===== src/rtl/fe_mem_pkg.sv =====
package fe_mem_pkg;

    typedef enum logic [1:0] {
        OP_PLAIN_LD = 2'd0,
        OP_PLAIN_ST = 2'd1,
        OP_SYNC_LD  = 2'd2,
        OP_SYNC_ST  = 2'd3
    } fe_op_e;

    typedef enum logic {
        ST_DONE  = 1'b0,
        ST_RETRY = 1'b1
    } fe_status_e;

    localparam logic TAG_EMPTY = 1'b0;
    localparam logic TAG_FULL  = 1'b1;

endpackage


===== src/rtl/fe_tag_array.sv =====
module fe_tag_array #(
    parameter int ADDR_W = 4,
    localparam int DEPTH = 1 << ADDR_W
) (
    input  logic              clk,
    input  logic              rst_n,
    input  logic              upd_en,
    input  logic [ADDR_W-1:0] upd_addr,
    input  logic              upd_val,
    input  logic              frc_en,
    input  logic [ADDR_W-1:0] frc_addr,
    input  logic              frc_val,
    output logic [DEPTH-1:0]  tags
);
    import fe_mem_pkg::*;

    typedef struct packed {
        logic [DEPTH-1:0] bits;
    } tag_state_t;

    tag_state_t tag_d, tag_q;
    logic [DEPTH-1:0] nxt;

    // Per-word next tag: a force outranks the access update on the same word.
    for (genvar i = 0; i < DEPTH; i++) begin : g_word
        assign nxt[i] = (frc_en && frc_addr == ADDR_W'(i)) ? frc_val :
                        (upd_en && upd_addr == ADDR_W'(i)) ? upd_val :
                        tag_q.bits[i];
    end

    always_comb begin
        tag_d      = tag_q;
        tag_d.bits = nxt;
    end

    always_ff @(posedge clk or negedge rst_n) begin
        if (!rst_n) begin
            tag_q.bits <= {DEPTH{TAG_EMPTY}};
        end else begin
            tag_q <= tag_d;
        end
    end

    assign tags = tag_q.bits;

endmodule


===== src/rtl/fe_data_array.sv =====
module fe_data_array #(
    parameter int ADDR_W = 4,
    parameter int DATA_W = 16,
    localparam int DEPTH = 1 << ADDR_W
) (
    input  logic              clk,
    input  logic              rst_n,
    input  logic              we,
    input  logic [ADDR_W-1:0] addr,
    input  logic [DATA_W-1:0] wdata,
    output logic [DATA_W-1:0] rdata
);

    typedef struct packed {
        logic [DEPTH-1:0][DATA_W-1:0] word;
    } data_state_t;

    data_state_t dat_d, dat_q;

    always_comb begin
        dat_d = dat_q;
        if (we) begin
            dat_d.word[addr] = wdata;
        end
    end

    always_ff @(posedge clk or negedge rst_n) begin
        if (!rst_n) begin
            dat_q <= '0;
        end else begin
            dat_q <= dat_d;
        end
    end

    // Read is combinational so the tag test and the data use share one cycle.
    assign rdata = dat_q.word[addr];

endmodule


===== src/rtl/fe_access_ctrl.sv =====
module fe_access_ctrl #(
    parameter int DATA_W = 16
) (
    input  logic              req_valid,
    input  logic [1:0]        req_op,
    input  logic              cur_tag,
    input  logic [DATA_W-1:0] cur_data,
    output logic              data_we,
    output logic              tag_we,
    output logic              tag_val,
    output logic              status,
    output logic [DATA_W-1:0] ld_data
);
    import fe_mem_pkg::*;

    fe_op_e op;
    assign op = fe_op_e'(req_op);

    always_comb begin
        data_we = 1'b0;
        tag_we  = 1'b0;
        tag_val = cur_tag;
        status  = ST_DONE;
        ld_data = '0;
        if (req_valid) begin
            unique case (op)
                OP_PLAIN_LD: begin
                    ld_data = cur_data;
                end
                OP_PLAIN_ST: begin
                    data_we = 1'b1;
                end
                OP_SYNC_LD: begin
                    if (cur_tag == TAG_FULL) begin
                        ld_data = cur_data;
                        tag_we  = 1'b1;
                        tag_val = TAG_EMPTY;
                    end else begin
                        status = ST_RETRY;
                    end
                end
                OP_SYNC_ST: begin
                    if (cur_tag == TAG_EMPTY) begin
                        data_we = 1'b1;
                        tag_we  = 1'b1;
                        tag_val = TAG_FULL;
                    end else begin
                        status = ST_RETRY;
                    end
                end
                default: ;
            endcase
        end
    end

endmodule


===== src/rtl/fe_rsp_reg.sv =====
module fe_rsp_reg #(
    parameter int DATA_W = 16
) (
    input  logic              clk,
    input  logic              rst_n,
    input  logic              in_valid,
    input  logic              in_status,
    input  logic              in_tag,
    input  logic [DATA_W-1:0] in_rdata,
    output logic              out_valid,
    output logic              out_status,
    output logic              out_tag,
    output logic [DATA_W-1:0] out_rdata
);

    typedef struct packed {
        logic              valid;
        logic              status;
        logic              tag;
        logic [DATA_W-1:0] rdata;
    } rsp_t;

    rsp_t rsp_d, rsp_q;

    always_comb begin
        rsp_d        = '0;
        rsp_d.valid  = in_valid;
        if (in_valid) begin
            rsp_d.status = in_status;
            rsp_d.tag    = in_tag;
            rsp_d.rdata  = in_rdata;
        end
    end

    always_ff @(posedge clk or negedge rst_n) begin
        if (!rst_n) begin
            rsp_q <= '0;
        end else begin
            rsp_q <= rsp_d;
        end
    end

    assign out_valid  = rsp_q.valid;
    assign out_status = rsp_q.status;
    assign out_tag    = rsp_q.tag;
    assign out_rdata  = rsp_q.rdata;

endmodule


===== src/rtl/fe_word_mem.sv =====
module fe_word_mem #(
    parameter int ADDR_W = 4,
    parameter int DATA_W = 16
) (
    input  logic              clk,
    input  logic              rst_n,
    input  logic              req_valid,
    input  logic [1:0]        req_op,
    input  logic [ADDR_W-1:0] req_addr,
    input  logic [DATA_W-1:0] req_wdata,
    input  logic              frc_valid,
    input  logic [ADDR_W-1:0] frc_addr,
    input  logic              frc_full,
    output logic              rsp_valid,
    output logic              rsp_status,
    output logic              rsp_tag,
    output logic [DATA_W-1:0] rsp_rdata
);
    localparam int DEPTH = 1 << ADDR_W;

    logic [DEPTH-1:0]  tag_vec;
    logic              cur_tag;
    logic [DATA_W-1:0] cur_data;
    logic              data_we;
    logic              tag_we;
    logic              tag_val;
    logic              acc_status;
    logic [DATA_W-1:0] ld_data;

    assign cur_tag = tag_vec[req_addr];

    fe_tag_array #(.ADDR_W(ADDR_W)) u_tags (
        .clk      (clk),
        .rst_n    (rst_n),
        .upd_en   (tag_we),
        .upd_addr (req_addr),
        .upd_val  (tag_val),
        .frc_en   (frc_valid),
        .frc_addr (frc_addr),
        .frc_val  (frc_full),
        .tags     (tag_vec)
    );

    fe_data_array #(.ADDR_W(ADDR_W), .DATA_W(DATA_W)) u_data (
        .clk   (clk),
        .rst_n (rst_n),
        .we    (data_we),
        .addr  (req_addr),
        .wdata (req_wdata),
        .rdata (cur_data)
    );

    fe_access_ctrl #(.DATA_W(DATA_W)) u_ctrl (
        .req_valid (req_valid),
        .req_op    (req_op),
        .cur_tag   (cur_tag),
        .cur_data  (cur_data),
        .data_we   (data_we),
        .tag_we    (tag_we),
        .tag_val   (tag_val),
        .status    (acc_status),
        .ld_data   (ld_data)
    );

    fe_rsp_reg #(.DATA_W(DATA_W)) u_rsp (
        .clk        (clk),
        .rst_n      (rst_n),
        .in_valid   (req_valid),
        .in_status  (acc_status),
        .in_tag     (cur_tag),
        .in_rdata   (ld_data),
        .out_valid  (rsp_valid),
        .out_status (rsp_status),
        .out_tag    (rsp_tag),
        .out_rdata  (rsp_rdata)
    );

endmodule


===== config.mk =====
export PLATFORM = sky130hd
export DESIGN_NAME = fe_word_mem
export DESIGN_NICKNAME = d
export VERILOG_FILES = /design/src/rtl/fe_mem_pkg.sv /design/src/rtl/fe_tag_array.sv /design/src/rtl/fe_data_array.sv /design/src/rtl/fe_access_ctrl.sv /design/src/rtl/fe_rsp_reg.sv /design/src/rtl/fe_word_mem.sv
export SDC_FILE = /design/constraint.sdc
export NUM_CORES = 1
export LEC_CHECK = 0
export BUFFER_PORTS_ARGS = -buffer_cell sky130_fd_sc_hd__buf_2
export CAP_MARGIN = 25
export CORE_UTILIZATION = 67
export CTS_CLUSTER_DIAMETER = 30
export DETAILED_ROUTE_END_ITERATION = 16
export GPL_TIMING_DRIVEN = 0
export PLACE_DENSITY_LB_ADDON = 0.15
export SLEW_MARGIN = 10
export SYNTH_ARGS = -nofsm -noshare
export SYNTH_HDL_FRONTEND = slang
export SYNTH_SLANG_ARGS = --single-unit

===== constraint.sdc =====
create_clock -name clk -period 3.7 [get_ports clk]
set_input_delay 0.74 -clock clk [delete_from_list [all_inputs] [get_ports clk]]
set_output_delay 0.74 -clock clk [all_outputs]
set_load 0.02 [all_outputs]

## Yosys cells after proc, flatten, opt, wreduce, memory -nomap -nowiden

Index checks and enable logic that the tools add are counted.

- Register bits after elaboration: 291
- Bits in latches: 0
- RAM bits: 0
- Memory bits (read-only): 0
- Input port bits: 31
- Output and inout port bits: 19
- Memories: 0

- $add $sub $neg: 0
- $mul: 0
- Div/mod/pow operators: 0
- Order comparisons: 2
- Equality and inequality tests: 33
- Shifts and indexed selects: 0
- Muxes and demuxes: 51
- Bitwise logic cells: 0
- Reduce and logical (&&, ||, !) cells: 52

Operator list:

| cell | number |
|---|---|
| $bwmux 256 | 1 |
| $bmux 16 s4 | 1 |
| $demux 16 s4 | 1 |
| $eq 4x4->1 const B | 16 |
| $mux 16 | 3 |
| $mux 1 | 38 |
| $logic_and 1x1->1 | 33 |
| $eq 4x3->1 const B | 8 |
| $pmux 16 s2 | 1 |
| $reduce_bool 2->1 | 16 |
| $mux 18 | 1 |
| $eq 4x2->1 const B | 4 |
| $eq 4x1->1 const B | 2 |
| $logic_not 4->1 | 2 |
| $pmux 1 s2 | 4 |
| $lt 4x5->1 const B | 1 |
| $bmux 1 s4 | 1 |
| $eq 2x2->1 const B | 2 |
| $ge 4x1->1 const B | 1 |
| $eq 2x1->1 const B | 1 |
| $logic_not 2->1 | 1 |

## Logic depth before layout (Yosys ltp)

- Word-level depth: 8
- Gate-level depth with buffers: 8

## Hierarchy

Synthesis repeated with hierarchy kept, for this count alone.

- Cell total of the unflattened synthesis: 901
- Area total of the unflattened synthesis: 13735.7 um^2

By module, submodules not included:

| module | instances | cells an instance | area each (um^2) |
|---|---|---|---|
| fe_data_array | 1 | 713 | 11680.0 |
| fe_tag_array | 1 | 114 | 1022.2 |
| fe_rsp_reg | 1 | 38 | 616.8 |
| fe_access_ctrl | 1 | 29 | 281.5 |
| fe_word_mem | 1 | 7 | 135.1 |

## Worst setup path after synthesis

No wires, ideal clock.

- Path type: input-to-reg
- Start point: in req_addr[3]
- End point: reg u_data.dat_q[182] in the netlist's numbering
- Arrival time: 2.900 ns
- Data required time: 3.575 ns
- Slack: 0.675 ns
- Stages on the path: 7
- Path buffers: 2
- Path through: clkbuf_1 > mux4_2 > mux2_4 > a2111o_4 > nor2_8 > buf_12 > mux2_4

- Word-level cells in the longest chain between the ends: 5
- Elaborated cells on any way between the ends: 11

RTL lines:

| element | line | text |
|---|---|---|
| start, declared | fe_word_mem.sv:9 | `input logic [ADDR_W-1:0] req_addr,` |
| $lt 4x5->1 (implied by the code), or another cell as far along | fe_data_array.sv:23 | `dat_d.word[addr] = wdata;` |
| $logic_and 1x1->1 (implied by the code) or $mux 1 (tied branches) | fe_data_array.sv:23, fe_word_mem.sv:30 |  |
| $mux 16 (implied by the code) or $mux 1 (tied branches) | fe_data_array.sv:23, fe_access_ctrl.sv:43 |  |
| $demux 16 s4 or $pmux 1 s2 (tied branches) | -- |  |
| $bwmux 256 or $mux 1 (tied branches) | fe_data_array.sv:23, fe_access_ctrl.sv:25 |  |
| end signal, assigned | fe_data_array.sv:31 | `dat_q <= dat_d;` |
| end, declared | fe_data_array.sv:18 | `data_state_t dat_d, dat_q;` |

Parallel ways exist; a longest one is shown, timed or not. The select of a mux whose other input is x is not followed.
A chain may end at the register's enable or synchronous reset.

## Worst setup path after layout

- Start point: in req_addr[1]
- End point: reg u_data.dat_q[56] in the netlist's numbering

Same word-level chain as after synthesis.

==> flow_summary.toml <==
[sta]
slew_viol_final = 0
slew_headroom_pct = 30.14
hold_viol_final = 0
fin_ws_ns = 0.2142
max_freq_mhz = 286.9
finClkSkew_ns = 0.01182
timing.final.crit_period_ns = 3.486
setup_viol = 0
tightest_slew_ns = 1.043
period_share_pct = 94.21
rsz0062_at_grt = "false"
fin_hold_ws_ns = 0.1372

[logic_synthesis]
ys_types = 53
avgSynthCellArea_um2 = 15.78
netlist_area_um2 = 13660
yosys.area.top_type_share_pct = 53.30
ys_seq_elements = 291
synth_cells = 866
yosys-top-cells-count = "dfrtp_1, mux2_2, mux4_2, clkbuf_1, mux2_4"
synthArstFlopShare_pct = 100.0
synth_flop_cell = "dfrtp_1"
yosys.area.top_type = "dfrtp_1"
yosysSeqAreaShare_pct = 53.30
synth_edf_count = 0
yosysWarnings = 0
yosysMostFrequentCell = "dfrtp_1"
synth_nets = 897
synth.area.top_cells = "dfrtp_1, mux2_2, mux4_2"

[grt]
grt_pass1_wl_um = 53630
grt_max_degree = 127
grt_usage_pct = 35.74
antenna_found_initial = 0
grt_pass1_vias = 9226
grt-ovfl-total = 0

[floorplan]
io_pins = 50
chipWidth_um = 144.8
initial_core_util_pct = 69.29
die-area_um2 = 20970
die_y_um = 144.8
rows = 51
core_um2 = 19720

[power]
clkPwrFrac_pct = 44.3
seqPwrFrac_pct = 40.9
leakage_nw = 7.203
irDropWorstVdd_uv = 520.6
combPwrFrac_pct = 14.8
p_switching_mw = 2.613
internal_power_mw = 7.496
power_density_nw_per_um2 = 633.9
swShare_pct = 25.85

[layout]
antenna_cells = 0
finalInstanceArea_um2 = 15950
utilization_pct = 80.88
syn_to_final_growth_pct = 16.73
fin_nets = 993
stdcell_count = 1264
drive_gt1_share_pct = 51.15

[clock_tree]
clkSinkCount = 291
cts.repair.resized = 0
cts_buffers = 49
clkLatencyLatePin_ns = 0.55
post_cts_buffers = 0
h-tree-depth = 2
cts_root_buf = "clkbuf_16"
hold_buffers = 0
clkTransAtPathRegs_ns = 0.05
tritoncts = "built"
clockBufferDepth = 3

[critical_path]
worst-path-buf-inv = 4
crit_path_top_delay_cell = "nor2_1"
critPathTopFamily = "buffers and inverters"
rrSetupSlack_ns = 0.39
critical_path_required_ns = 4.12
max_stage_delay_ns = 0.83
crit_type = "input pin to flop"
worstPathArrival_ns = 3.91
cp-start-kind = "input pin"
crit_path_end_kind = "flop"
crit_fanout = 10
crit_chain = "buf_2 > clkbuf_1 > clkbuf_1 > nand4_1 > nor2_1 > buf_2 > mux2_2"

[placed_design]
routabilityCongestion = 0.8732
numPortBuffers = 42
pre_cts_ws_ns = -0.2219
dpl_cell_area_um2 = 14270
post-place-cells = 1175
dp_hpwl_um = 21730

[detailed_routing]
wl_per_cell_um = 27.35
vias_per_cell = 6.642
routed_wirelength_um = 34580
drtPass1Iterations = 6
drcViolationCount = 0
drtAntennaViolNets = 0
drt-initial-drc-count = 651
vias = 8395

[worst_hold_path]
hold_path.class = "input pin to asynchronous set/reset pin"

[outcome]
status = "finished clean"

[flow_run]
drv_cap = 0
==> worst paths after layout <==
path                                          startpoint                            end  cells after the start
max in group asynchronous                          rst_n  u_data.dat_q[227]$_DFFE_PN0P_                      2
hold / removal                                     rst_n  u_data.dat_q[154]$_DFFE_PN0P_                      1
setup reg to reg              u_tags.tags[6]$_DFFE_PN0P_  u_rsp.out_rdata[10]$_DFF_PN0_                      6
min in group clk                               req_valid      u_rsp.out_valid$_DFF_PN0_                      1
hold reg to reg            u_data.dat_q[223]$_DFFE_PN0P_  u_data.dat_q[223]$_DFFE_PN0P_                      1
setup / recovery                             req_addr[1]   u_data.dat_q[56]$_DFFE_PN0P_                      7
==> cells in the final DEF, fill, tap and decap left out, types with 5 or more instances in the layout <==
cell type / instances
a21oi_1: 5
and2b_1: 13
buf_2: 55
buf_4: 7
clkbuf_1: 40
clkbuf_16: 50
clkbuf_8: 5
clkinv_2: 5
clkinv_4: 6
clkinvlp_4: 6
dfrtp_1: 291
inv_1: 5
mux2_2: 224
mux2_4: 31
mux4_2: 83
nand2_1: 26
nand3_1: 12
nor2_1: 21
nor2b_1: 5
o211ai_1: 5
o21ai_0: 6
o221ai_1: 5
==> layer usage <==
metal,vias to the layer above,wire length [um],track usage (%)
met5,-,0,0
met4,0,1363,16.40
met3,105,2286,7.272
met2,388,16950,57.31
met1,4438,13970,47.56
li1,3464,-,-
==> power by group through the flow <==
stage / logic [mW] / clock network (mW) / registers (mW)
5_1_grt: 1.60 / 4.64 / 4.19
3_3_place_gp: 1.38 / 0 / 4.08
6_report: 1.49 / 4.48 / 4.14
2_1_floorplan: 1.09 / 0 / 4.04
3_5_place_dp: 1.46 / 0 / 4.15
4_1_cts: 1.50 / 4.50 / 4.12
==> state kept, by name, indices dropped and copies added (netlist names) <==
name	flops
u_data.dat_q	256
u_rsp.out_rdata	16
u_tags.tags	16
u_rsp.out_status	1
u_rsp.out_tag	1
u_rsp.out_valid	1
==> logic make-up after synthesis <==
| logic type | after synthesis | synth area share (%) |
|---|---|---|
| buf+inv | 70 | 2.766 |
| xor+xnor | 3 | 0.1924 |
| compound gates | 47 | 2.693 |
| flops | 291 | 53.30 |
| mux | 344 | 36.15 |
| simple gates | 111 | 4.900 |
==> metrics by stage <==
stage / power, mW / TNS, ns
after floorplan: 5.134 / 0
after global placement: 5.456 / -836.62
after detailed placement: 5.609 / -3.225
after CTS: 10.12 / 0
after global routing: 10.43 / 0
final: 10.11 / 0
==> area by class of cell <==
cell class	instances	area (um^2)
buffer	65	359.1
clock buffer	58	1331
clock inverter	30	332.8
fill	975	3770
inverter	5	18.77
multi-input combinational	505	6002
sequential	291	7282
tap	265	331.6
timing repair buffer	45	290.3
Power figures use the tool's default switching activity.
